--- src/rtl/sio_pkg.sv ---
package sio_pkg;
  localparam int WORD_W   = 32;
  localparam int OFS_DATA = 0;   // word index of 0x00
  localparam int OFS_CTRL = 1;   // word index of 0x04
  localparam int OFS_CLK  = 2;   // word index of 0x08
  localparam int D_RXFULL = 8;
  localparam int D_TXIDLE = 9;
  localparam int C_MODE_LO = 2;
  localparam int C_TXOVR  = 7;
  localparam int C_RXOVR  = 8;
  localparam int C_OVRUN  = 12;
  localparam int K_STEP_LO  = 0;
  localparam int K_SCALE_LO = 16;

  typedef enum logic [1:0] {
    RSEL_DATA = 2'd0,
    RSEL_CTRL = 2'd1,
    RSEL_CLK  = 2'd2,
    RSEL_NONE = 2'd3
  } rsel_e;
endpackage

--- src/rtl/sio_addr_dec.sv ---
module sio_addr_dec #(
  parameter int ADDR_W = 5
) (
  input  logic [ADDR_W-1:0] addr,
  output sio_pkg::rsel_e    sel
);
  import sio_pkg::*;
  localparam int IDX_W = ADDR_W - 2;

  logic [IDX_W-1:0] idx;
  assign idx = addr[ADDR_W-1:2];

  always_comb begin
    if (idx == IDX_W'(OFS_DATA))      sel = RSEL_DATA;
    else if (idx == IDX_W'(OFS_CTRL)) sel = RSEL_CTRL;
    else if (idx == IDX_W'(OFS_CLK))  sel = RSEL_CLK;
    else                              sel = RSEL_NONE;
  end
endmodule

--- src/rtl/sio_tx_path.sv ---
module sio_tx_path #(
  parameter int BYTE_W = 8
) (
  input  logic              clk,
  input  logic              rst,
  input  logic              launch,
  input  logic [BYTE_W-1:0] byte_in,
  input  logic              tx_ready,
  output logic              tx_valid,
  output logic [BYTE_W-1:0] tx_data,
  output logic              tx_idle
);
  always_ff @(posedge clk) begin
    if (rst) begin
      tx_valid <= 1'b0;
      tx_data  <= '0;
      tx_idle  <= 1'b1;
    end else if (tx_valid) begin
      if (tx_ready) begin
        tx_valid <= 1'b0;
        tx_idle  <= 1'b1;
      end
    end else if (launch && tx_idle) begin
      tx_valid <= 1'b1;
      tx_data  <= byte_in;
      tx_idle  <= 1'b0;
    end
  end
endmodule

--- src/rtl/sio_rx_path.sv ---
module sio_rx_path #(
  parameter int BYTE_W = 8
) (
  input  logic              clk,
  input  logic              rst,
  input  logic              ack,
  input  logic              rx_valid,
  input  logic [BYTE_W-1:0] rx_data,
  output logic              rx_ready,
  output logic [BYTE_W-1:0] held,
  output logic              full,
  output logic              ovr_hit
);
  logic arrive;
  logic room;

  assign arrive = rx_valid && rx_ready;
  assign room   = !full || ack;

  always_ff @(posedge clk) begin
    if (rst) begin
      rx_ready <= 1'b0;
      held     <= '0;
      full     <= 1'b0;
      ovr_hit  <= 1'b0;
    end else begin
      rx_ready <= 1'b1;
      ovr_hit  <= arrive && !room;
      if (arrive && room) begin
        held <= rx_data;
        full <= 1'b1;
      end else if (ack) begin
        full <= 1'b0;
      end
    end
  end
endmodule

--- src/rtl/sio_cfg_regs.sv ---
module sio_cfg_regs #(
  parameter int MODE_W  = 2,
  parameter int SCALE_W = 12,
  parameter int STEP_W  = 16
) (
  input  logic                      clk,
  input  logic                      rst,
  input  logic                      ctrl_we,
  input  logic                      clk_we,
  input  logic [sio_pkg::WORD_W-1:0] wdata,
  input  logic                      ovr_set,
  output logic [MODE_W-1:0]         mode,
  output logic                      tx_ovr,
  output logic                      rx_ovr,
  output logic                      overrun,
  output logic [SCALE_W-1:0]        scale,
  output logic [STEP_W-1:0]         step
);
  import sio_pkg::*;

  always_ff @(posedge clk) begin
    if (rst) begin
      mode    <= '0;
      tx_ovr  <= 1'b0;
      rx_ovr  <= 1'b0;
      overrun <= 1'b0;
      scale   <= '0;
      step    <= '0;
    end else begin
      if (ctrl_we) begin
        mode   <= wdata[C_MODE_LO +: MODE_W];
        tx_ovr <= wdata[C_TXOVR];
        rx_ovr <= wdata[C_RXOVR];
      end
      if (ovr_set)
        overrun <= 1'b1;
      else if (ctrl_we && wdata[C_OVRUN])
        overrun <= 1'b0;
      if (clk_we) begin
        scale <= wdata[K_SCALE_LO +: SCALE_W];
        step  <= wdata[K_STEP_LO +: STEP_W];
      end
    end
  end
endmodule

--- src/rtl/sio_regbank.sv ---
module sio_regbank #(
  parameter int ADDR_W  = 5,
  parameter int BYTE_W  = 8,
  parameter int SCALE_W = 12,
  parameter int STEP_W  = 16
) (
  input  logic               clk,
  input  logic               rst,
  input  logic               bus_sel,
  input  logic               bus_wr,
  input  logic [ADDR_W-1:0]  bus_addr,
  input  logic [31:0]        bus_wdata,
  output logic [31:0]        bus_rdata,
  output logic               bus_rvalid,
  output logic               tx_valid,
  output logic [BYTE_W-1:0]  tx_data,
  input  logic               tx_ready,
  input  logic               rx_valid,
  input  logic [BYTE_W-1:0]  rx_data,
  output logic               rx_ready,
  output logic [1:0]         cfg_mode,
  output logic               cfg_tx_ovr,
  output logic               cfg_rx_ovr,
  output logic [SCALE_W-1:0] div_scale,
  output logic [STEP_W-1:0]  div_step
);
  import sio_pkg::*;
  localparam int MODE_W = 2;

  rsel_e             rsel;
  logic              wr_en, rd_en;
  logic              data_we, ctrl_we, clk_we;
  logic              tx_idle, rx_full, ovr_hit, overrun;
  logic [BYTE_W-1:0] rx_held;
  logic [31:0]       rd_mux;

  sio_addr_dec #(.ADDR_W(ADDR_W)) dec_i (
    .addr (bus_addr),
    .sel  (rsel)
  );

  assign wr_en   = bus_sel && bus_wr;
  assign rd_en   = bus_sel && !bus_wr;
  assign data_we = wr_en && (rsel == RSEL_DATA);
  assign ctrl_we = wr_en && (rsel == RSEL_CTRL);
  assign clk_we  = wr_en && (rsel == RSEL_CLK);

  sio_tx_path #(.BYTE_W(BYTE_W)) tx_i (
    .clk      (clk),
    .rst      (rst),
    .launch   (data_we && bus_wdata[D_TXIDLE]),
    .byte_in  (bus_wdata[BYTE_W-1:0]),
    .tx_ready (tx_ready),
    .tx_valid (tx_valid),
    .tx_data  (tx_data),
    .tx_idle  (tx_idle)
  );

  sio_rx_path #(.BYTE_W(BYTE_W)) rx_i (
    .clk      (clk),
    .rst      (rst),
    .ack      (data_we && bus_wdata[D_RXFULL]),
    .rx_valid (rx_valid),
    .rx_data  (rx_data),
    .rx_ready (rx_ready),
    .held     (rx_held),
    .full     (rx_full),
    .ovr_hit  (ovr_hit)
  );

  sio_cfg_regs #(.MODE_W(MODE_W), .SCALE_W(SCALE_W), .STEP_W(STEP_W)) cfg_i (
    .clk     (clk),
    .rst     (rst),
    .ctrl_we (ctrl_we),
    .clk_we  (clk_we),
    .wdata   (bus_wdata),
    .ovr_set (ovr_hit),
    .mode    (cfg_mode),
    .tx_ovr  (cfg_tx_ovr),
    .rx_ovr  (cfg_rx_ovr),
    .overrun (overrun),
    .scale   (div_scale),
    .step    (div_step)
  );

  always_comb begin
    rd_mux = '0;
    unique case (rsel)
      RSEL_DATA: begin
        rd_mux[BYTE_W-1:0] = rx_held;
        rd_mux[D_RXFULL]   = rx_full;
        rd_mux[D_TXIDLE]   = tx_idle;
      end
      RSEL_CTRL: begin
        rd_mux[C_MODE_LO +: MODE_W] = cfg_mode;
        rd_mux[C_TXOVR]             = cfg_tx_ovr;
        rd_mux[C_RXOVR]             = cfg_rx_ovr;
        rd_mux[C_OVRUN]             = overrun;
      end
      RSEL_CLK: begin
        rd_mux[K_SCALE_LO +: SCALE_W] = div_scale;
        rd_mux[K_STEP_LO +: STEP_W]   = div_step;
      end
      default: rd_mux = '0;
    endcase
  end

  always_ff @(posedge clk) begin
    if (rst) begin
      bus_rdata  <= '0;
      bus_rvalid <= 1'b0;
    end else begin
      bus_rvalid <= rd_en;
      bus_rdata  <= rd_en ? rd_mux : '0;
    end
  end
endmodule

--- config.mk ---
export PLATFORM = sky130hd
export DESIGN_NAME = sio_regbank
export DESIGN_NICKNAME = d
export VERILOG_FILES = /design/src/rtl/sio_pkg.sv /design/src/rtl/sio_addr_dec.sv /design/src/rtl/sio_tx_path.sv /design/src/rtl/sio_rx_path.sv /design/src/rtl/sio_cfg_regs.sv /design/src/rtl/sio_regbank.sv
export SDC_FILE = /design/constraint.sdc
export NUM_CORES = 1
export LEC_CHECK = 0
export BUFFER_PORTS_ARGS = -buffer_cell sky130_fd_sc_hd__buf_4
export CELL_PAD_IN_SITES_DETAIL_PLACEMENT = 2
export CELL_PAD_IN_SITES_GLOBAL_PLACEMENT = 2
export CORE_MARGIN = 2
export CORE_UTILIZATION = 28
export CTS_CLUSTER_DIAMETER = 150
export DETAILED_ROUTE_END_ITERATION = 16
export GPL_TIMING_DRIVEN = 1
export PLACE_DENSITY_LB_ADDON = 0.1
export SLEW_MARGIN = 20
export SYNTH_ARGS = -nofsm -noshare
export SYNTH_HDL_FRONTEND = slang
export SYNTH_HIERARCHICAL = 1
export SYNTH_SLANG_ARGS = --single-unit
--- constraint.sdc ---
create_clock -name clk -period 2.35 [get_ports clk]
set_clock_uncertainty 0.05 [all_clocks]
set_input_delay 0.1175 -clock clk [delete_from_list [all_inputs] [get_ports clk]]
set_output_delay 0.1175 -clock clk [all_outputs]
set_load 0.1 [all_outputs]
* Word-level counts from Yosys, hierarchy flattened
Index checks and enable logic that the tools add are counted.
** Operators by class
- Eq/ne operators :: 5
- Muxes and demuxes :: 20
- Bitwise gates (word level) :: 3
- Reduce and logical (&&, ||, !) cells :: 25
** Operator list (number)
- logical AND 1 bit :: 12
- two-way mux 1 bit :: 12
- one-hot mux 2 bit (3 select lines) :: 2
- one-hot mux 3 bit (2 select lines) :: 1
- nonzero test 2 bit :: 3
- two-way mux 2 bit :: 2
- one-hot mux 1 bit (2 select lines) :: 2
- one-hot mux 2 bit (2 select lines) :: 1
- AND reduction 2 bit :: 2
- equality test 3 x 1 -> 1 bit (second input constant) :: 1
- equality test 3 x 2 -> 1 bit (second input constant) :: 1
- logical NOT 1 bit :: 3
- logical NOT 3 bit :: 1
- inverter 1 bit :: 3
- OR reduction 3 bit :: 1
- equality test 2 x 1 -> 1 bit (second input constant) :: 1
- equality test 2 bit (second input constant) :: 1
- logical NOT 2 bit :: 1
- != test 2 bit (second input constant) :: 1
- OR reduction 2 bit :: 1
- logical OR 1 bit :: 1
** Storage, ports and cells
- Register bits after elaboration :: 87
- Bits of input ports :: 51
- Output and inout port bits :: 75
- Logic and storage cells :: 70

* Longest topological paths before layout
Gate-level depths: netlist of run 1.
- Depth in word-level cells :: 10
- Depth in mapped cells :: 9
- Mapped depth without buffers :: 7

* Hierarchy
Netlist of run 1, hierarchy kept.
** Modules (own cells, without submodules)
- sio_cfg_regs :: times used 1, cells an instance 108, area an instance 1191.1 um^2, seq. area each 660.6 um^2
- sio_regbank :: times used 1, cells an instance 93, area an instance 1019.7 um^2, seq. area each 580.6 um^2
- sio_tx_path :: times used 1, cells an instance 42, area an instance 442.9 um^2, seq. area each 200.2 um^2
- sio_rx_path :: times used 1, cells an instance 43, area an instance 429.2 um^2, seq. area each 220.2 um^2
- sio_addr_dec :: times used 1, cells an instance 2, area an instance 12.5 um^2, seq. area each 0.0 um^2

* Worst setup path after synthesis of run 1
Ideal clock, no wire load.
- Path kind :: in2reg
- Start :: input port bus_addr[4]
- End :: register rx_i.held[0]
- Library setup time :: 72 ps
- Arrival :: 1679 ps
- Required time :: 2228 ps
- Setup slack :: 550 ps
- Cell stages on the path :: 9
- Buffers on the path :: 2
- Path through :: or2_1 inv_1 ha_1 clkbuf_1 and4_1 nand2b_4 nor2b_4 buf_6 mux2i_1
** Between the ends
- Word-level cells in the longest chain between the ends :: 9
- Elaborated cells between the ends (all ways) :: 11
- Those cells by class :: eq/ne (2); mux (3); reduce/logical (6)
** RTL lines
- start, declared :: RTL line sio_regbank.sv:11 : input logic [ADDR_W-1:0] bus_addr,
- equality test 3 x 2 -> 1 bit :: RTL line sio_addr_dec.sv:16 : else if (idx == IDX_W'(OFS_CLK)) sel = RSEL_CLK;
- two-way mux 1 bit :: RTL line sio_addr_dec.sv:16
- two-way mux 2 bit :: RTL line sio_addr_dec.sv:15 : else if (idx == IDX_W'(OFS_CTRL)) sel = RSEL_CTRL;
- two-way mux 2 bit (*) :: RTL line sio_addr_dec.sv:14 : if (idx == IDX_W'(OFS_DATA)) sel = RSEL_DATA;
- logical NOT 2 bit (*) :: RTL line sio_regbank.sv:44 : assign data_we = wr_en && (rsel == RSEL_DATA);
- logical AND 1 bit (*) :: RTL line sio_regbank.sv:44
- logical AND 1 bit (*) :: RTL line sio_regbank.sv:62 : .ack (data_we && bus_wdata[D_RXFULL]),
- logical OR 1 bit (*) :: RTL line sio_rx_path.sv:18 : assign room = !full || ack;
- logical AND 1 bit (*) :: RTL line sio_rx_path.sv:29 : if (arrive && room) begin
- end signal, assigned :: RTL line sio_rx_path.sv:30 : held <= rx_data;
- end, declared :: RTL line sio_rx_path.sv:10 : output logic [BYTE_W-1:0] held,
Every way passes the cells marked *; elsewhere a longest branch is shown, timed or not.
A chain may end at the register's enable or synchronous reset.

* Worst setup path after layout of run 1
- Start :: input port bus_addr[4]
- End :: register cfg_i.scale[4]
** Between the ends
- Word-level cells in the longest chain between the ends :: 6
- Elaborated cells between the ends (all ways) :: 8
- Those cells by class :: eq/ne (3); mux (3); reduce/logical (2)
** RTL lines
- equality test 3 x 2 -> 1 bit :: RTL line sio_addr_dec.sv:16
- two-way mux 1 bit :: RTL line sio_addr_dec.sv:16
- two-way mux 2 bit :: RTL line sio_addr_dec.sv:15
- two-way mux 2 bit (*) :: RTL line sio_addr_dec.sv:14
- via rsel[0] :: RTL line sio_regbank.sv:30 : rsel_e rsel;
- equality test 2 bit (*) :: RTL line sio_regbank.sv:46 : assign clk_we = wr_en && (rsel == RSEL_CLK);
- logical AND 1 bit (*) :: RTL line sio_regbank.sv:46
- via clk_we :: RTL line sio_regbank.sv:32 : logic data_we, ctrl_we, clk_we;
- end signal, assigned :: RTL line sio_cfg_regs.sv:40 : scale <= wdata[K_SCALE_LO +: SCALE_W];
- end, declared :: RTL line sio_cfg_regs.sv:16 : output logic [SCALE_W-1:0] scale,
The timed path passes the listed nets; every way through them passes the cells marked *.

==> run metrics, run 1 <==
CP Buf/Inv Count=3; sw power=724 uW; post-synthesis cell count=288; synthesized area per cell=10.7 um2; Unique masters post-synth=35; FF/Latch Area=1660 um2; Final GP Congestion=0.668; I/O Buffers=115; Inst Count DP=531; drt wl/cell=15.8 um; Place WS=0.377 ns; vias per std cell=4.46; hold buffer count at CTS=38; vias in the first global route=2775; DRT iter0 DRCs=48; Final period util=0.682; via count=2604; initial core utilization=0.287; CTS Buf Count=9; Final Hold Viols=0; WP data required=2.52 ns; post-CTS sizing=0; clock root cell=clkbuf_8; CTS tree=yes; Tmin final=1.60 ns; final wirelength=9240 um; worst setup margin=0.747 ns; multi-input logic area=1280 um2; DRT Pass-1 Iters=5; clock-pin slew on the worst setup and hold paths=around 0.080 ns; first-pass GRT wire length=around 15000 um; PD cells=around 600 nW/um2; sw frac=0.268; # diodes=0; max frequency=624 MHz; largest net degree at the start of global routing=slightly below 60; count leader, synth=dfxtp_1; Synth Warn #=6; register area share after synthesis=0.537; Critical-path top delay cell=buf_4; Int Pwr=~2.0 mW; worst rel slew slack=0.607; worst path cell trace=buf_4 > or2_1 > inv_1 > ha_1 > and3_2 > buf_4 > mux2i_1 > nor2_1; Setup Crit Path Kind=in -> reg; Gate power share=0.134; CP arrival=1.77 ns; clock group share of total power=0.331; Leakage=between 1.5 and 2 nW; gr ovfl total=0; outcome=finished clean; layout cells sized above 1=0.313; Final Non-Filler Cells=584; Clock Path Buffers=2; RSZ-0062 raised after global routing=false; worst slew pin tran=0.590 ns; CP max stage delay=0.31 ns; Synth top cells by count=dfxtp_1, mux2i_1, nor2_1, and2_1; initial antenna violation count=0; Crit path max-delay family=simple AND/OR/NAND/NOR gates; Worst Hold Class=in -> reg; row count=38; Area growth syn-to-layout=47.7%; postcts setup bufs=0; cell taking the most area after synthesis=dfxtp_1; Primary FF master, synth=dfxtp_1; startpoint types=input port; Synth area leaders=dfxtp_1, mux2i_1, nor2_1; Max Cap Viol=0; number of enable flip-flop cells after synthesis=0; Critical Path End Type=flop; Post-DP HPWL=6450 um; clock sink total=83; design area=4570 um2; FFs w/ async S/R, synth=0; #FFs+latches synth=83; CTS H-tree depth=3; fillcell total=1150; area post-placement=4030 um2; # DRC=0; Core Area=10800 um2; Post-DRT Antenna Nets=0; worst skew pair latency=0.35 ns; die area=11900 um2; die height=109 um; endpoints failing setup=0; nets=496; area share of the largest cell type after synthesis=0.537; total global-route track usage=0.161; setup TNS=0 ns; Final Util=0.424; Boundary Pins=126; synthesized cell area=3100 um2; Die Span X=109 um; CP dominant cell by count=buf_4; Final Max Slew Viols=0; Seq pwr share=0.535; maximum net fanout on the critical path=16; Worst VDD drop=0.000203 V
[metrics by stage]
stage	hold slack, ns	power [mW]
final	0.159	2.70
after global routing	0.165	2.84
after CTS	0.134	2.75
after detailed placement	0.290	1.79
after global placement	0.283	1.78
after floorplan	0.137	1.68
[registers in the layout, indices dropped and copies added (netlist names)]
register and flops:
cfg_i/tx_ovr 1, tx_i/tx_idle 1, cfg_i/rx_ovr 1, tx_i/tx_valid 1, rx_i/rx_ready 1, bus_rvalid 1
cfg_i/step 16, cfg_i/overrun 1, bus_rdata 28, tx_i/tx_data 8, rx_i/ovr_hit 1, cfg_i/mode 2
rx_i/held 8, rx_i/full 1, cfg_i/scale 12
[worst reg2reg max path: stages (launching register included)]
cell and delay, ns:
dfxtp_1 0.38, nand2_4 0.08, nor2b_4 0.30, mux2i_1 0.24
[metal layers]
metal	part of all wire	track usage	wire, um	vias to the layer above
li1	-	-	-	1248
met1	0.43	0.192	3980	1273
met2	0.51	0.280	4680	73
met3	0.048	0.0365	445	10
met4	0.015	0.0632	134	0
met5	0	0	0	-
[layout make-up]
type | count | area share
clock buffer | 12 | 0.0317
clock inverter | 3 | 0.00328
inverter | 5 | 0.00410
multi-input combinational | 183 | 0.279
sequential | 83 | 0.363
tap | 140 | 0.0383
timing repair buffer | 158 | 0.280
[kinds of logic (layout without fill, tap and decap cells)]
family | after synthesis | in the layout | share of synthesized area
fa+ha+maj | 5 | 5 | 0.0202
flops | 83 | 83 | 0.537
compound gates | 16 | 16 | 0.0416
simple gates | 110 | 110 | 0.190
buf+inv | 25 | 178 | 0.0550
other cells | 1 | 4 | 0.00121
mux | 48 | 48 | 0.155
[power groups by stage]
| stage | combinational [mW] | clock (mW) | sequential, mW |
|---|---|---|---|
| detailed placement | 0.313 | 0 | 1.48 |
| global route | 0.387 | 1.00 | 1.45 |
| global placement | 0.309 | 0 | 1.48 |
| finish | 0.362 | 0.893 | 1.44 |
| CTS | 0.365 | 0.941 | 1.44 |
| floorplan | 0.123 | 0 | 1.56 |
[cell usage in the layout, fill, tap and decap left out]
cell type	instances
buf_4	120
nand2b_1	16
or4b_1	1
inv_2	1
and3_2	1
and3b_1	1
a222oi_1	4
ha_1	5
nand2b_4	1
o21bai_1	1
and4bb_1	1
nand2_1	16
and2_1	17
or3b_1	1
mux2i_1	48
nor3_1	6
nor3b_1	1
a21oi_1	2
a22oi_1	7
clkinv_2	3
or2_1	2
a311oi_1	1
conb_1	4
nor2b_4	1
and2b_1	1
inv_1	4
dfxtp_1	83
nor2_1	39
dlygate4sd3_1	38
nor2b_2	1
o21ba_1	1
clkbuf_1	2
nand2_4	1
and3_1	1
and4_1	2
clkbuf_8	10
[worst paths after layout]
kind / startpoint / to / slack [ns] / depth (start not counted)
hold / removal: bus_wr / bus_rdata[2]$_SDFF_PP0_ / 0.16 / 3
setup reg to reg: rx_i/rx_ready$_DFF_P_ / rx_i/held[6]$_SDFFE_PP0P_ / 1.22 / 3
hold reg to reg: rx_i/held[4]$_SDFFE_PP0P_ / rx_i/held[4]$_SDFFE_PP0P_ / 0.42 / 2
setup / recovery: bus_addr[4] / cfg_i/scale[4]$_SDFFE_PP0P_ / 0.75 / 8
No activity file was read; power rests on OpenSTA's default activity.
==> run 2, diff against run 1 <==
==> constraint.sdc (replaced) <==
create_clock -name clk -period 1.55 [get_ports clk]
set_clock_uncertainty 0.05 [all_clocks]
set_input_delay 0.0775 -clock clk [delete_from_list [all_inputs] [get_ports clk]]
set_output_delay 0.0775 -clock clk [all_outputs]
set_load 0.1 [all_outputs]
==> run 2 against run 1 <==
Critical path depth did not move; final area up 4.0%; total power grew 62%; first-iteration DRC count grew 23%; worst hold slack got worse by 0.13 ns; sequential share of layout area shrank 1.3 points; critical endpoint is now tx_i/tx_data[6]$_SDFFE_PP0P_; largest power group unchanged.
==> run metrics, run 2 (synthesized netlist as in run 1, its figures left out) <==
metal2 WL=4900 um; multi-input logic area=1280 um2; Max Cap Viol=0; sw power=~1.2 mW; highest routed layer=met4; first-pass GRT wire length=14700 um; max reg flops=28; clock group share of total power=0.366; R2R setup slack=roughly 0.48 ns; Final period util=0.842; Final GP Congestion=around 0.72; initial antenna violation count=0; worst path cell trace=buf_4 > or2_4 > inv_1 > ha_2 > and4_1 > and3b_1 > buf_12 > mux2i_1; via count=2622; total global-route track usage=0.165; Worst Hold Class=in -> reg; worst skew pair latency=0.36 ns; WP data required=1.78 ns; maximum net fanout on the critical path=9; nets=506; wire length on met3=just over 400 um; # DRC=0; max frequency=766 MHz; Setup Crit Path Kind=in -> reg; Hold Path Stages=2; FF/Latch Area=1660 um2; Critical-path top delay cell=or2_4; total power=4.36 mW; DRT Pass-1 Iters=4; Boundary Pins=126; fillcell total=1164; clock root cell=clkbuf_8; final wirelength=9530 um; drt wl/cell=between 15 and 20 um; Clock Path Buffers=2; clock-pin slew on the worst setup and hold paths=0.09 ns; most common cell after layout, fill and taps aside=buf_4; most frequent cells in the layout=buf_4, dfxtp_1, mux2i_1; largest net degree at the start of global routing=38; die area=between 10000 and 15000 um2; initial core utilization=0.287; CTS tree=yes; gr ovfl total=0; Metal-1 WL=between 4000 and 5000 um; Largest Register=bus_rdata; Seq pwr share=0.502; sw frac=0.269; CP max stage delay=0.26 ns; endpoints failing setup=0; outcome=finished clean; Final Hold Viols=0; die height=roughly 110 um; DRT iter0 DRCs=59; layout cells sized above 1=0.345; CTS Buf Count=9; Post-DP HPWL=between 6000 and 7000 um; reg2reg end=tx_i/tx_data[6]$_SDFFE_PP0P_; Die Span X=about 110 um; Tmin final=1.31 ns; Leakage=2.06 nW; # diodes=0; startpoint types=input port; vias per std cell=4.41; Int Pwr=3.19 mW; R2R Path Start=tx_i/tx_idle$_SDFFE_PP1P_; worst hold endpoint=cfg_i/step[10]$_SDFFE_PP0P_; Final Max Slew Viols=0; Worst VDD drop=0.000347 V; Post-DRT Antenna Nets=0; PD cells=about 920 nW/um2; Area growth syn-to-layout=53.6%; largest registers=bus_rdata x28, cfg_i/step x16, cfg_i/scale x12; Critical Path End Type=flop; I/O Buffers=115; Min Hold Slack=0.0298 ns; vias in the first global route=2781; RSZ-0062 raised after global routing=false; CTS H-tree depth=3; Core Area=10800 um2; Critical Path Source=bus_addr[4]; Gate power share=0.133; row count=38; setup TNS=0 ns; Hold Startpoint=rst; reg2reg path depth=3; CP arrival=1.54 ns; clock sink total=83
run 2: cell count changes in the layout (fill, tap and decap cells not counted), sizes merged:
| cell | before | now |
|---|---|---|
| bufinv | 0 | 1 |
| clkinvlp | 0 | 1 |
| buf | 120 | 130 |
| clkbuf | 12 | 11 |
run 2: timing repair:
item | CTS | global route
hold buffers | 38 | 0
setup buffers | 0 | 0
gates resized for setup | 0 | 0
endpoints found under the setup margin | 0 | 0
endpoints found under the hold margin | 53 | 0
run 2: how the worst max path moves through the flow:
stage	cells past startpoint	end	slack, ns
after floorplan	9	rx_i/held[0]$_SDFFE_PP0P_	-0.02
after global routing	9	rx_i/held[6]$_SDFFE_PP0P_	0.17
final	8	tx_i/tx_data[6]$_SDFFE_PP0P_	0.24
after global placement	9	rx_i/held[6]$_SDFFE_PP0P_	-0.06
after detailed placement	8	tx_i/tx_data[6]$_SDFFE_PP0P_	-0.13
after CTS	9	rx_i/held[3]$_SDFFE_PP0P_	0.25
run 2: worst max-delay path, delay by kind of cell:
kind	cells	cell delay [ns]
adder cells (fa/ha/maj)	1	0.21
buffers and inverters	3	0.36
AND/OR/NAND/NOR	3	0.70
multiplexers	1	0.19
run 2: cell type report:
type | count | share of cell area
clock inverters | 5 | 0.0111
well taps | 140 | 0.0368
multi-input cells | 183 | 0.270
flip-flops and latches | 83 | 0.350
repair buffers | 168 | 0.298
clock buffers | 11 | 0.0297
inverters | 5 | 0.00395
run 2: through the flow:
step	setup WS, ns	cells	area, um2	utilization
after floorplan	-0.0170	291	3140	-
after global placement	-0.0639	541	4180	0.387
after detailed placement	-0.130	541	4180	0.387
after CTS	0.252	595	4750	0.441
after global routing	0.170	595	4750	0.441
final	0.244	595	4750	0.441
run 2: power groups by stage:
| stage | clock [mW] | combinational, mW | sequential [mW] |
|---|---|---|---|
| 6_report | 1.59 | 0.579 | 2.19 |
| 5_1_grt | 1.75 | 0.619 | 2.19 |
| 4_1_cts | 1.65 | 0.583 | 2.19 |
| 3_5_place_dp | 0 | 0.503 | 2.24 |
| 3_3_place_gp | 0 | 0.497 | 2.24 |
| 2_1_floorplan | 0 | 0.193 | 2.37 |
run 2: metal layers:
| metal | vias to the layer above | track usage |
|---|---|---|
| met5 | - | 0 |
| met4 | 0 | 0.0495 |
| met1 | 1283 | 0.198 |
| li1 | 1272 | - |
| met2 | 59 | 0.291 |
| met3 | 8 | 0.0395 |
==> run 3, diff against run 2 <==
--- a/config.mk
+++ b/config.mk
@@ -5,11 +5,12 @@
 export SDC_FILE = /design/constraint.sdc
 export NUM_CORES = 1
 export LEC_CHECK = 0
+export ABC_AREA = 1
 export BUFFER_PORTS_ARGS = -buffer_cell sky130_fd_sc_hd__buf_4
 export CELL_PAD_IN_SITES_DETAIL_PLACEMENT = 2
 export CELL_PAD_IN_SITES_GLOBAL_PLACEMENT = 2
 export CORE_MARGIN = 2
-export CORE_UTILIZATION = 28
+export CORE_UTILIZATION = 27
 export CTS_CLUSTER_DIAMETER = 150
 export DETAILED_ROUTE_END_ITERATION = 16
 export GPL_TIMING_DRIVEN = 1
==> constraint.sdc (replaced) <==
create_clock -name clk -period 1.3 [get_ports clk]
set_clock_uncertainty 0.05 [all_clocks]
set_input_delay 0.065 -clock clk [delete_from_list [all_inputs] [get_ports clk]]
set_output_delay 0.065 -clock clk [all_outputs]
set_load 0.1 [all_outputs]
==> run 3 against run 2 <==
Final cell count is 28% higher; setup slack got worse by 0.17 ns; flip-flop and latch count unchanged; clock power up 79%; via count grew 24%; non-clock buffer count is 5 lower; area after synthesis up 10%; largest power group is now the clock network; highest routed layer unchanged.
==> run metrics, run 3 <==
DRT iter0 DRCs=96; CTS H-tree depth=3; Die Span X=117 um; vias per std cell=around 4.3; DRT Pass-1 Iters=4; worst path cell trace=dlygate4sd3_1 > buf_4 > inv_1 > nor2_4 > nand3_4 > buf_4 > a21oi_2; # DRC=0; total power=roughly 6.3 mW; synthesized area per cell=between 7 and 8 um2; Primary FF master, synth=dfxtp_1; first-pass GRT wire length=~18000 um; I/O Buffers=~120; worst skew pair latency=0.34 ns; synthesized cell area=between 3000 and 4000 um2; Critical-path top delay cell=dlygate4sd3_1; vias in the first global route=3503; Tmin final=1.23 ns; nets=641; area share of the largest cell type after synthesis=0.486; Synth top cells by count=nand2_1, dfxtp_1, inv_1, nor2_1, a21oi_1; initial antenna violation count=0; Final Hold Viols=0; PD cells=1170 nW/um2; die area=13600 um2; Max Cap Viol=0; endpoints failing setup=0; initial core utilization=0.274; Worst VDD drop=0.000460 V; Synth Warn #=6; clock root cell=clkbuf_16; FFs w/ async S/R, synth=0; most common cell after layout, fill and taps aside=buf_4; Post-DP HPWL=8150 um; largest net degree at the start of global routing=29; CTS tree=yes; RSZ-0062 raised after global routing=true; Boundary Pins=around 130; most frequent cells in the layout=buf_4, nand2_1, dfxtp_1; post-synthesis cell count=between 400 and 500; die height=117 um; Final Max Slew Viols=0; Clock Path Buffers=2; max reg flops=28; maximum net fanout on the critical path=9; CTS Buf Count=9; cell taking the most area after synthesis=dfxtp_1; Largest Register=bus_rdata; max frequency=815 MHz; fillcell total=between 1000 and 1500; gr ovfl total=0; Area growth syn-to-layout=55.9%; largest registers=bus_rdata x28, cfg_i/step x16, cfg_i/scale x12; final wirelength=11800 um; Final GP Congestion=around 0.76; total global-route track usage=0.179; Inst Count DP=between 700 and 800; Final Non-Filler Cells=roughly 760; Crit path max-delay family=buffers and inverters; clock sink total=83; Synth area leaders=dfxtp_1, nand2_1, inv_1; # diodes=0; #FFs+latches synth=a little over 80; CP max stage delay=0.56 ns; number of enable flip-flop cells after synthesis=0; row count=41; CP arrival=1.45 ns; Worst Hold Class=in -> reg; Unique masters post-synth=23; Final period util=0.944; Critical Path End Type=flop; via count=3250; outcome=finished clean; register area share after synthesis=0.486; highest routed layer=met4; WP data required=1.52 ns; drt wl/cell=between 15 and 20 um; count leader, synth=nand2_1; Post-DRT Antenna Nets=0; Setup Crit Path Kind=in -> reg; Metal-1 WL=between 5000 and 6000 um; CP dominant cell by count=buf_4; wire length on met3=526 um; clock-pin slew on the worst setup and hold paths=roughly 0.06 ns; Final Util=0.427; Core Area=12500 um2; metal2 WL=around 6000 um; startpoint types=input port; layout cells sized above 1=0.431; CP Buf/Inv Count=4; Leakage=2.37 nW
## run 3: final timing paths
path | from | end | slack, ns | depth (start not counted)
setup / recovery | bus_wdata[9] | tx_i/tx_valid$_SDFF_PP0_ | 0.07 | 7
hold / removal | rx_valid | rx_i/ovr_hit$_SDFF_PP0_ | 0.002 | 3
setup reg to reg | tx_i/tx_idle$_SDFFE_PP1P_ | tx_i/tx_valid$_SDFF_PP0_ | 0.18 | 3
hold reg to reg | rx_i/ovr_hit$_SDFF_PP0_ | cfg_i/overrun$_SDFFE_PP0P_ | 0.39 | 2
## run 3: where the power goes
part | internal (mW) | switching, mW
Combinational | 0.278 | 0.503
Clock | 1.80 | 1.06
Sequential | 2.59 | 0.0317
Total | 4.66 | 1.59
## run 3: area by class of cell
type,count,area (um2),area share
flip-flops and latches,83,1700,0.320
multi-input cells,269,1490,0.280
repair buffers,163,1320,0.248
inverters,59,255,0.0479
clock buffers,10,250,0.0470
well taps,172,215,0.0404
clock inverters,6,86.3,0.0162
## run 3: logic make-up after synthesis
group	synth area share
AO/OA/AOI/OAI	0.0900
adder cells (fa/ha/maj)	0.0183
buffers and inverters	0.123
flip-flops	0.486
other	0.00110
AND/OR/NAND/NOR	0.282
## run 3: stage by stage
stage	cell area, um2	worst slack, ns	setup TNS (ns)	hold slack [ns]
after floorplan	3640	-0.0492	-0.820	0.0701
after global placement	4610	-0.145	-4.59	0.251
after detailed placement	4610	-0.249	-7.25	0.259
after CTS	5300	0.0513	0	0.000531
after global routing	5330	-0.0354	-0.0705	0.0161
final	5330	0.0732	0	0.00221
## run 3: worst register-to-register path, stage by stage (launching register included)
cell	delay, ns
dfxtp_1	0.52
nand3_4	0.20
buf_4	0.19
a21oi_2	0.11
## run 3: layer usage
| metal | up-vias | global-route usage |
|---|---|---|
| met5 | - | 0 |
| met4 | 0 | 0.0738 |
| met3 | 12 | 0.0291 |
| met2 | 78 | 0.319 |
| met1 | 1551 | 0.214 |
| li1 | 1609 | - |
## run 3: timing repair
| item | in CTS | in global routing |
|---|---|---|
| hold buffers | 35 | 0 |
| hold endpoints to repair | 48 | 0 |
| setup endpoints to repair | 0 | 11 |
| setup buffers | 0 | 1 |
| resized for setup | 0 | 3 |
